<file path="config.mk">
export PLATFORM = sky130hd
export DESIGN_NAME = osd_color_out
export DESIGN_NICKNAME = d
export VERILOG_FILES = /design/src/rtl/osd_pkg.sv /design/src/rtl/osd_blink_timer.sv /design/src/rtl/osd_attr_latch.sv /design/src/rtl/osd_pixel_mux.sv /design/src/rtl/osd_color_out.sv
export SDC_FILE = /design/constraint.sdc
export NUM_CORES = 1
export LEC_CHECK = 0
export BUFFER_PORTS_ARGS = -buffer_cell sky130_fd_sc_hd__buf_4
export CORE_UTILIZATION = 35
export DETAILED_ROUTE_END_ITERATION = 8
export SYNTH_ARGS = -nofsm -noshare
export SYNTH_HDL_FRONTEND = slang
export SYNTH_SLANG_ARGS = --single-unit
</file>
<file path="constraint.sdc">
create_clock -name clk -period 2.3 [get_ports clk]
set_clock_uncertainty 0.1 [all_clocks]
set_input_delay 0.115 -clock clk [delete_from_list [all_inputs] [get_ports clk]]
set_output_delay 0.115 -clock clk [all_outputs]
set_load 0.01 [all_outputs]
</file>
<file path="src/rtl/osd_pkg.sv">
package osd_pkg;
  localparam int COL_W = 3;

  typedef struct packed {
    logic [COL_W-1:0] fg;
    logic [COL_W-1:0] bg;
    logic             blink;
  } cell_attr_t;

  typedef enum logic [1:0] {
    RATIO_EVEN   = 2'd0,
    RATIO_SHORT  = 2'd1,
    RATIO_LONG   = 2'd2,
    RATIO_EVEN_B = 2'd3
  } blink_ratio_e;
endpackage

</file>
<file path="src/rtl/osd_blink_timer.sv">
module osd_blink_timer #(
  parameter int BASE_LOG   = 4,
  parameter int RATE_STEPS = 4
) (
  input  logic                          clk,
  input  logic                          rst,
  input  logic                          vsync_i,
  input  logic [$clog2(RATE_STEPS)-1:0] rate_i,
  input  logic [1:0]                    ratio_i,
  output logic                          vs_rise_o,
  output logic                          dark_o
);
  import osd_pkg::*;
  localparam int CNT_W = BASE_LOG + RATE_STEPS - 1;

  logic             vs_q;
  logic [CNT_W-1:0] phase_cnt;
  logic [1:0]       quarter;

  assign vs_rise_o = vsync_i & ~vs_q;

  always_ff @(posedge clk) begin
    if (rst) begin
      vs_q      <= 1'b0;
      phase_cnt <= '0;
    end else begin
      vs_q <= vsync_i;
      if (vs_rise_o) phase_cnt <= phase_cnt + 1'b1;
    end
  end

  // the two top bits of the phase inside the selected period
  always_comb begin
    quarter = phase_cnt[BASE_LOG-1 -: 2];
    for (int r = 0; r < RATE_STEPS; r++)
      if (rate_i == r[$clog2(RATE_STEPS)-1:0]) quarter = phase_cnt[BASE_LOG-1+r -: 2];
  end

  always_comb begin
    case (blink_ratio_e'(ratio_i))
      RATIO_SHORT: dark_o = (quarter != 2'd0);
      RATIO_LONG:  dark_o = (quarter == 2'd3);
      default:     dark_o = quarter[1];
    endcase
  end

  AST_CNT_HOLD: assert property (@(posedge clk) disable iff (rst)
    !vs_rise_o |=> $stable(phase_cnt));
  AST_CNT_STEP: assert property (@(posedge clk) disable iff (rst)
    vs_rise_o |=> phase_cnt == $past(phase_cnt) + 1'b1);
endmodule

</file>
<file path="src/rtl/osd_attr_latch.sv">
module osd_attr_latch (
  input  logic                clk,
  input  logic                rst,
  input  logic                cell_start_i,
  input  logic                dot_i,
  input  logic                active_i,
  input  osd_pkg::cell_attr_t attr_i,
  output logic                dot_q,
  output logic                act_q,
  output osd_pkg::cell_attr_t attr_q
);
  always_ff @(posedge clk) begin
    if (rst) begin
      dot_q  <= 1'b0;
      act_q  <= 1'b0;
      attr_q <= '0;
    end else begin
      dot_q <= dot_i;
      act_q <= active_i;
      if (cell_start_i) attr_q <= attr_i;
    end
  end

  AST_ATTR_HOLD: assert property (@(posedge clk) disable iff (rst)
    !cell_start_i |=> $stable(attr_q));
endmodule

</file>
<file path="src/rtl/osd_pixel_mux.sv">
module osd_pixel_mux (
  input  logic                clk,
  input  logic                rst,
  input  logic                dot_q,
  input  logic                act_q,
  input  osd_pkg::cell_attr_t attr_q,
  input  logic                dark_i,
  input  logic                box_i,
  input  logic [3:0]          pol_i,
  output logic                r_o,
  output logic                g_o,
  output logic                b_o,
  output logic                fb_o
);
  import osd_pkg::*;
  logic             fg_on;
  logic [COL_W-1:0] rgb_raw;
  logic             fb_raw;

  always_comb begin
    fg_on   = act_q & dot_q & ~(attr_q.blink & dark_i);
    rgb_raw = '0;
    fb_raw  = 1'b0;
    if (fg_on) begin
      rgb_raw = attr_q.fg;
      fb_raw  = 1'b1;
    end else if (act_q && box_i) begin
      rgb_raw = attr_q.bg;
      fb_raw  = 1'b1;
    end
  end

  always_ff @(posedge clk) begin
    if (rst) begin
      {r_o, g_o, b_o, fb_o} <= pol_i;
    end else begin
      {r_o, g_o, b_o, fb_o} <= {rgb_raw, fb_raw} ^ pol_i;
    end
  end

  AST_BLANK_OUTSIDE: assert property (@(posedge clk) disable iff (rst)
    !act_q |=> {r_o, g_o, b_o, fb_o} == $past(pol_i));
  AST_FG_FB: assert property (@(posedge clk) disable iff (rst)
    (act_q && dot_q && !attr_q.blink) |=> fb_o != $past(pol_i[0]));
endmodule

</file>
<file path="src/rtl/osd_color_out.sv">
module osd_color_out #(
  parameter int BLINK_BASE_LOG = 4,
  parameter int RATE_STEPS     = 4
) (
  input  logic                          clk,
  input  logic                          rst,
  input  logic                          vsync_i,
  input  logic                          dot_i,
  input  logic                          active_i,
  input  logic                          cell_start_i,
  input  logic [2:0]                    fg_i,
  input  logic [2:0]                    bg_i,
  input  logic                          blink_i,
  input  logic                          box_mode_i,
  input  logic [$clog2(RATE_STEPS)-1:0] blink_rate_i,
  input  logic [1:0]                    blink_ratio_i,
  input  logic [3:0]                    pol_i,
  input  logic                          irq_en_i,
  input  logic                          irq_clr_i,
  output logic                          r_o,
  output logic                          g_o,
  output logic                          b_o,
  output logic                          fb_o,
  output logic                          irq_o
);
  import osd_pkg::*;

  cell_attr_t attr_in, attr_q;
  logic       dot_q, act_q, vs_rise, dark;

  assign attr_in = '{fg: fg_i, bg: bg_i, blink: blink_i};

  osd_blink_timer #(.BASE_LOG(BLINK_BASE_LOG), .RATE_STEPS(RATE_STEPS)) u_blink (
    .clk(clk), .rst(rst), .vsync_i(vsync_i), .rate_i(blink_rate_i),
    .ratio_i(blink_ratio_i), .vs_rise_o(vs_rise), .dark_o(dark));

  osd_attr_latch u_latch (
    .clk(clk), .rst(rst), .cell_start_i(cell_start_i), .dot_i(dot_i),
    .active_i(active_i), .attr_i(attr_in), .dot_q(dot_q), .act_q(act_q),
    .attr_q(attr_q));

  osd_pixel_mux u_mux (
    .clk(clk), .rst(rst), .dot_q(dot_q), .act_q(act_q), .attr_q(attr_q),
    .dark_i(dark), .box_i(box_mode_i), .pol_i(pol_i),
    .r_o(r_o), .g_o(g_o), .b_o(b_o), .fb_o(fb_o));

  always_ff @(posedge clk) begin
    if (rst)                      irq_o <= 1'b0;
    else if (vs_rise && irq_en_i) irq_o <= 1'b1;
    else if (irq_clr_i)           irq_o <= 1'b0;
  end

  AST_IRQ_SET: assert property (@(posedge clk) disable iff (rst)
    (vs_rise && irq_en_i) |=> irq_o);
  AST_IRQ_NO_EN: assert property (@(posedge clk) disable iff (rst)
    (!irq_o && !irq_en_i) |=> !irq_o);
  AST_IRQ_HOLD: assert property (@(posedge clk) disable iff (rst)
    (irq_o && !irq_clr_i) |=> irq_o);
  AST_IRQ_CLR: assert property (@(posedge clk) disable iff (rst)
    (irq_clr_i && !(vs_rise && irq_en_i)) |=> !irq_o);
endmodule

</file>
* Word-level counts from Yosys, hierarchy flattened
Index checks and enable logic that the tools add are counted.
** Cells by class
- Bitwise gates (word level) :: 7
- Add/sub/neg operators :: 1
- Eq/ne operators :: 6
- Mux-type cells :: 14
- Reductions and logical operators :: 4
** Operators with widths (count)
- equality test 2 bit, second input constant :: 4
- 2-to-1 mux 1 bit :: 8
- adder 7 x 1 -> 7 bit, second input constant :: 1
- 2-to-1 mux 2 bit :: 3
- 2-to-1 mux 3 bit :: 2
- AND 1 bit :: 4
- equality test 2 x 1 -> 1 bit, second input constant :: 2
- nonzero test 2 bit :: 2
- bitwise XOR 4 bit :: 1
- logical AND 1 bit :: 2
- NOT 1 bit :: 2
- case mux 1 bit (2 select lines) :: 1
** Storage, ports and cells
- Logic and storage cells :: 44
- Register bits :: 22
- Output and inout port bits :: 5

* Depth between registers and ports, before layout
- Depth in word-level cells :: 12
- Mapped depth :: 7
- Depth with buffers taken out :: 7

* By module
Synthesis repeated with hierarchy kept, for this count alone.
** Second synthesis, totals
- Cell total of the unflattened synthesis :: 105
- Area, all modules :: 1026.0 µm²
** Modules (own cells, without submodules)
- osd_blink_timer :: area an instance 475.5 µm², cells each 52, times used 1
- osd_attr_latch :: area an instance 305.3 µm², cells each 27, times used 1
- osd_pixel_mux :: area an instance 206.4 µm², cells each 22, times used 1
- osd_color_out :: area an instance 38.8 µm², cells each 4, times used 1

* Worst setup path before layout
Ideal clock, no wire load.
- Kind :: input-to-reg
- Start point :: input blink_ratio_i[0]
- End point :: register u_mux.fb_o
- Buffers on the path :: 0
- Slack :: 0.671 ns
- Stages on the path :: 7
- Required time :: 2.105 ns
- Data arrival time :: 1.433 ns
- Setup time :: 0.095 ns
- Cells stage by stage :: inv_1 > ha_1 > or3b_1 > a21oi_1 > o211a_1 > or3_4 > o311ai_1
** Between the ends
- Cells in the longest elaborated chain, start to end :: 8
** RTL lines
- start: declaration :: RTL line osd_color_out.sv:16 : input logic [1:0] blink_ratio_i,
- equality test 2 bit or equality test 2 x 1 -> 1 bit (tied branches) :: RTL line osd_blink_timer.sv:40 : case (blink_ratio_e'(ratio_i))
- case mux 1 bit (2 select lines) (*) :: RTL line osd_blink_timer.sv:40
- AND 1 bit (*) :: RTL line osd_pixel_mux.sv:21 : fg_on = act_q & dot_q & ~(attr_q.blink & dark_i);
- NOT 1 bit (*) :: RTL line osd_pixel_mux.sv:21
- AND 1 bit (*) :: RTL line osd_pixel_mux.sv:21
- 2-to-1 mux 1 bit (*) :: RTL line osd_pixel_mux.sv:24 : if (fg_on) begin
- bitwise XOR 4 bit (*) :: RTL line osd_pixel_mux.sv:37 : {r_o, g_o, b_o, fb_o} <= {rgb_raw, fb_raw} ^ pol_i;
- 2-to-1 mux 1 bit (*) :: RTL line osd_pixel_mux.sv:34 : if (rst) begin
- end signal: assignment :: RTL line osd_pixel_mux.sv:35 : {r_o, g_o, b_o, fb_o} <= pol_i;
- end signal: assignment :: RTL line osd_pixel_mux.sv:37
- end: declaration :: RTL line osd_pixel_mux.sv:13 : output logic fb_o
Mark *: on every way between the ends. The rest lies on a longest branch, timed or not.
A chain may end at the register's enable or synchronous reset.

* Worst setup path in the final report
- Start point :: register u_blink.phase_cnt[3]
- End point :: register u_mux.fb_o
** Between the ends
- Cells in the longest elaborated chain, start to end :: 11
** RTL lines
- start: declaration :: RTL line osd_blink_timer.sv:17 : logic [CNT_W-1:0] phase_cnt;
- start signal: assignment :: RTL line osd_blink_timer.sv:28 : if (vs_rise_o) phase_cnt <= phase_cnt + 1'b1;
- 2-to-1 mux 2 bit (*) (3 in a row) :: RTL line osd_blink_timer.sv:36 : if (rate_i == r[$clog2(RATE_STEPS)-1:0]) quarter = phase_cnt[BASE_LOG-1+r -: 2];
- equality test 2 bit or nonzero test 2 bit (tied branches) :: RTL line osd_blink_timer.sv:42, osd_blink_timer.sv:41
- case mux 1 bit (2 select lines) (*) :: RTL line osd_blink_timer.sv:40
- AND 1 bit (*) :: RTL line osd_pixel_mux.sv:21
- NOT 1 bit (*) :: RTL line osd_pixel_mux.sv:21
- AND 1 bit (*) :: RTL line osd_pixel_mux.sv:21
- 2-to-1 mux 1 bit (*) :: RTL line osd_pixel_mux.sv:24
- bitwise XOR 4 bit (*) :: RTL line osd_pixel_mux.sv:37
- 2-to-1 mux 1 bit (*) :: RTL line osd_pixel_mux.sv:34
Marks and branches as above.

==> results.cfg <==
[hold_path]
holdCritPathClass = in2reg

[clock_tree]
cts_root_buffer = clkbuf_4
cts_buffer_depth = 2
htree_levels = 1
post-cts-setup-buffers = 0
cts_tree = yes
cts_resized = 0
ctsHoldBuffers = 16
cts_sinks = 22
clkLatencyLatePin_ns = 0.30
numCtsBuffers = 3
cts.clk_slew.worst_paths_ns = 0.12

[critical_path]
required_ns = 2.42
path_max_fanout = 5
critPathLaunchType = flip-flop
worstPathArrival_ns = 1.88
r2r_slack_ns = 0.54
worstSetupPathType = reg2reg
cp-end-kind = flip-flop

[placed_design]
dp_hpwl_um = 1586
portBuffers = 28
gp_congestion = 0.7394

[floorplan]
core_area_um2 = 3028
die_y_um = 58.28
num_io_pins = 29
rows = 20
die-area_um2 = 3397
die_width_um = 58.28
initial_core_util = 0.3661

[global_route]
grt_pass1_wl_um = 3629
grtUsageTotal = 0.1386
grt_max_degree = 20
grt-ovfl-total = 0
antenna_found_initial = 0
grt_pass1_vias = 903

[timing]
rsz0062_at_grt = false
final_max_slew_viol_count = 0
setup_viol = 0
hold_viol_final = 0
period_share = 0.7670
final.setup.tns_ns = 0
relSlewSlack = 0.7309
worst_slew_pin_slew_ns = 0.4037
max_freq_mhz = 566.9
layout_min_cycle_time_ns = 1.764
hold_ws_ns = 0.004642

[synth]
yosysUniqueCellTypes = 31
yosysTopAreaCell = dfxtp_1
syn-num-nets = 150
synthTopCellsByArea = dfxtp_1, mux2i_1, nor2_1
synth_top_area_share = 0.3973
ys.flop_type = dfxtp_1
syn_avg_cell_area_um2 = 9.013
ys_seq_area_frac = 0.3973
netlist_instances = 123
ys_ff_latch = 22
yosysWarnings = 0
synth_edf_count = 0
synth_area_um2 = 1109
synthArstFlopShare = 0

[route]
post_drt_wl_per_cell_um = 10.06
wl_um = 2112
vias_per_cell = 4.529
drc = 0
num_vias = 951
drtIter0Drc = 22
first_pass_iters = 5
postRouteAntennaNets = 0

[cells_and_area]
final_layout_size_suffix_gt1_frac = 0.2169
antenna_cells = 0
syn2layout_area_growth_pct = 39.62
final_net_count = 194

[flow_run]
cap_violations = 0

[run_status]
outcome = finished clean

[power_and_ir_drop]
ir_drop_mv = 0.2606
powerDensity_nw_per_um2 = 493.6
p_leak_uw = 0.0006953
==> sequential cells by signal, summed over array words and instances, names as in the netlist <==
register / cells
u_blink.phase_cnt: 7
u_blink.vs_q: 1
u_mux.b_o: 1
u_latch.dot_q: 1
u_mux.g_o: 1
u_latch.act_q: 1
u_mux.fb_o: 1
irq_o: 1
u_latch.attr_q: 7
u_mux.r_o: 1
==> synth_stat cells, drive strengths merged, types with 3 or more instances <==
library cell and count:
o31ai 3, nor2 18, mux2i 15, xor2 4
o211ai 3, nand2 8, a21o 3, ha 3
dfxtp 22, inv 3, nor3 4, nand4 3
o21ai 3, clkbuf 5, nor2b 5, a21oi 5
==> critical path: stages (launching register included) <==
cell and delay [ns]:
dfxtp_1 0.39, mux2i_4 0.20, o21ai_1 0.09, o211a_1 0.28, or3_4 0.40, o311ai_1 0.22
==> metal layers <==
layer  wire length [um]  share of wire  vias up  GRT usage
li1                   -              -      518          -
met1                982           0.46      411     0.1619
met2               1033           0.49       20     0.2496
met3                 82          0.039        2    0.02679
met4                 13         0.0062        0    0.05102
met5                  0              0        -          0
==> metrics by stage <==
step	setup WS (ns)	area [um^2]	power, uW	utilization	std cells
CTS	0.5229	1548	777.6	0.5112	210
detailed placement	0.4719	1351	544.7	0.4463	190
global placement	0.5281	1351	541.9	0.4463	190
floorplan	0.6710	1109	487.7	-	123
global route	0.4307	1548	811.0	0.5112	210
finish	0.5360	1548	764.0	0.5112	210
==> layout make-up <==
| type | count | area, um^2 |
|---|---|---|
| sequential | 22 | 440.4 |
| inverter | 4 | 15.01 |
| timing repair buffer | 45 | 377.9 |
| fill | 288 | 1480 |
| multi-input combinational | 91 | 623.1 |
| tap | 44 | 55.05 |
| clock buffer | 4 | 36.28 |
==> power by group <==
part / internal [uW] / switching (uW) / total, uW
Combinational: 85.7 / 57.4 / 143
Sequential: 402 / 10.8 / 413
Clock: 96.4 / 112 / 208
Total: 584 / 180 / 764
==> cells by family after synthesis <==
kind of cell / after synthesis / share of synthesized area
mux: 15 / 0.1467
fa+ha+maj: 3 / 0.03386
flops: 22 / 0.3973
simple gates: 46 / 0.2009
xor+xnor: 5 / 0.03950
buf+inv: 10 / 0.04063
compound gates: 22 / 0.1411
==> layout by cell type, fill, tap and decap left out, types with 2 or more instances in the layout <==
cell           instances
nor2b_1                5
clkbuf_4               3
dfxtp_1               22
nor3_1                 4
dlygate4sd3_1         16
nand4_1                3
o31ai_1                3
mux2i_1               14
a21o_1                 3
nand2_1                8
nand3_1                2
xor2_1                 4
inv_1                  3
nand2b_1               2
o211a_1                2
buf_4                 29
o311ai_1               2
ha_1                   3
nor2_1                18
a21oi_1                5
o211ai_1               3
==> path summary, 6_finish.rpt <==
kind                                          start                           endpoint  cells past startpoint
setup / recovery  u_blink.phase_cnt[3]$_SDFFE_PP0P_                 u_mux.fb_o$_DFF_P_                      5
hold / removal                                  rst  u_blink.phase_cnt[5]$_SDFFE_PP0P_                      2
hold reg to reg      u_latch.attr_q[3]$_SDFFE_PP0P_     u_latch.attr_q[3]$_SDFFE_PP0P_                      2
setup reg to reg  u_blink.phase_cnt[3]$_SDFFE_PP0P_                 u_mux.fb_o$_DFF_P_                      5
Power figures use the tool's default switching activity.
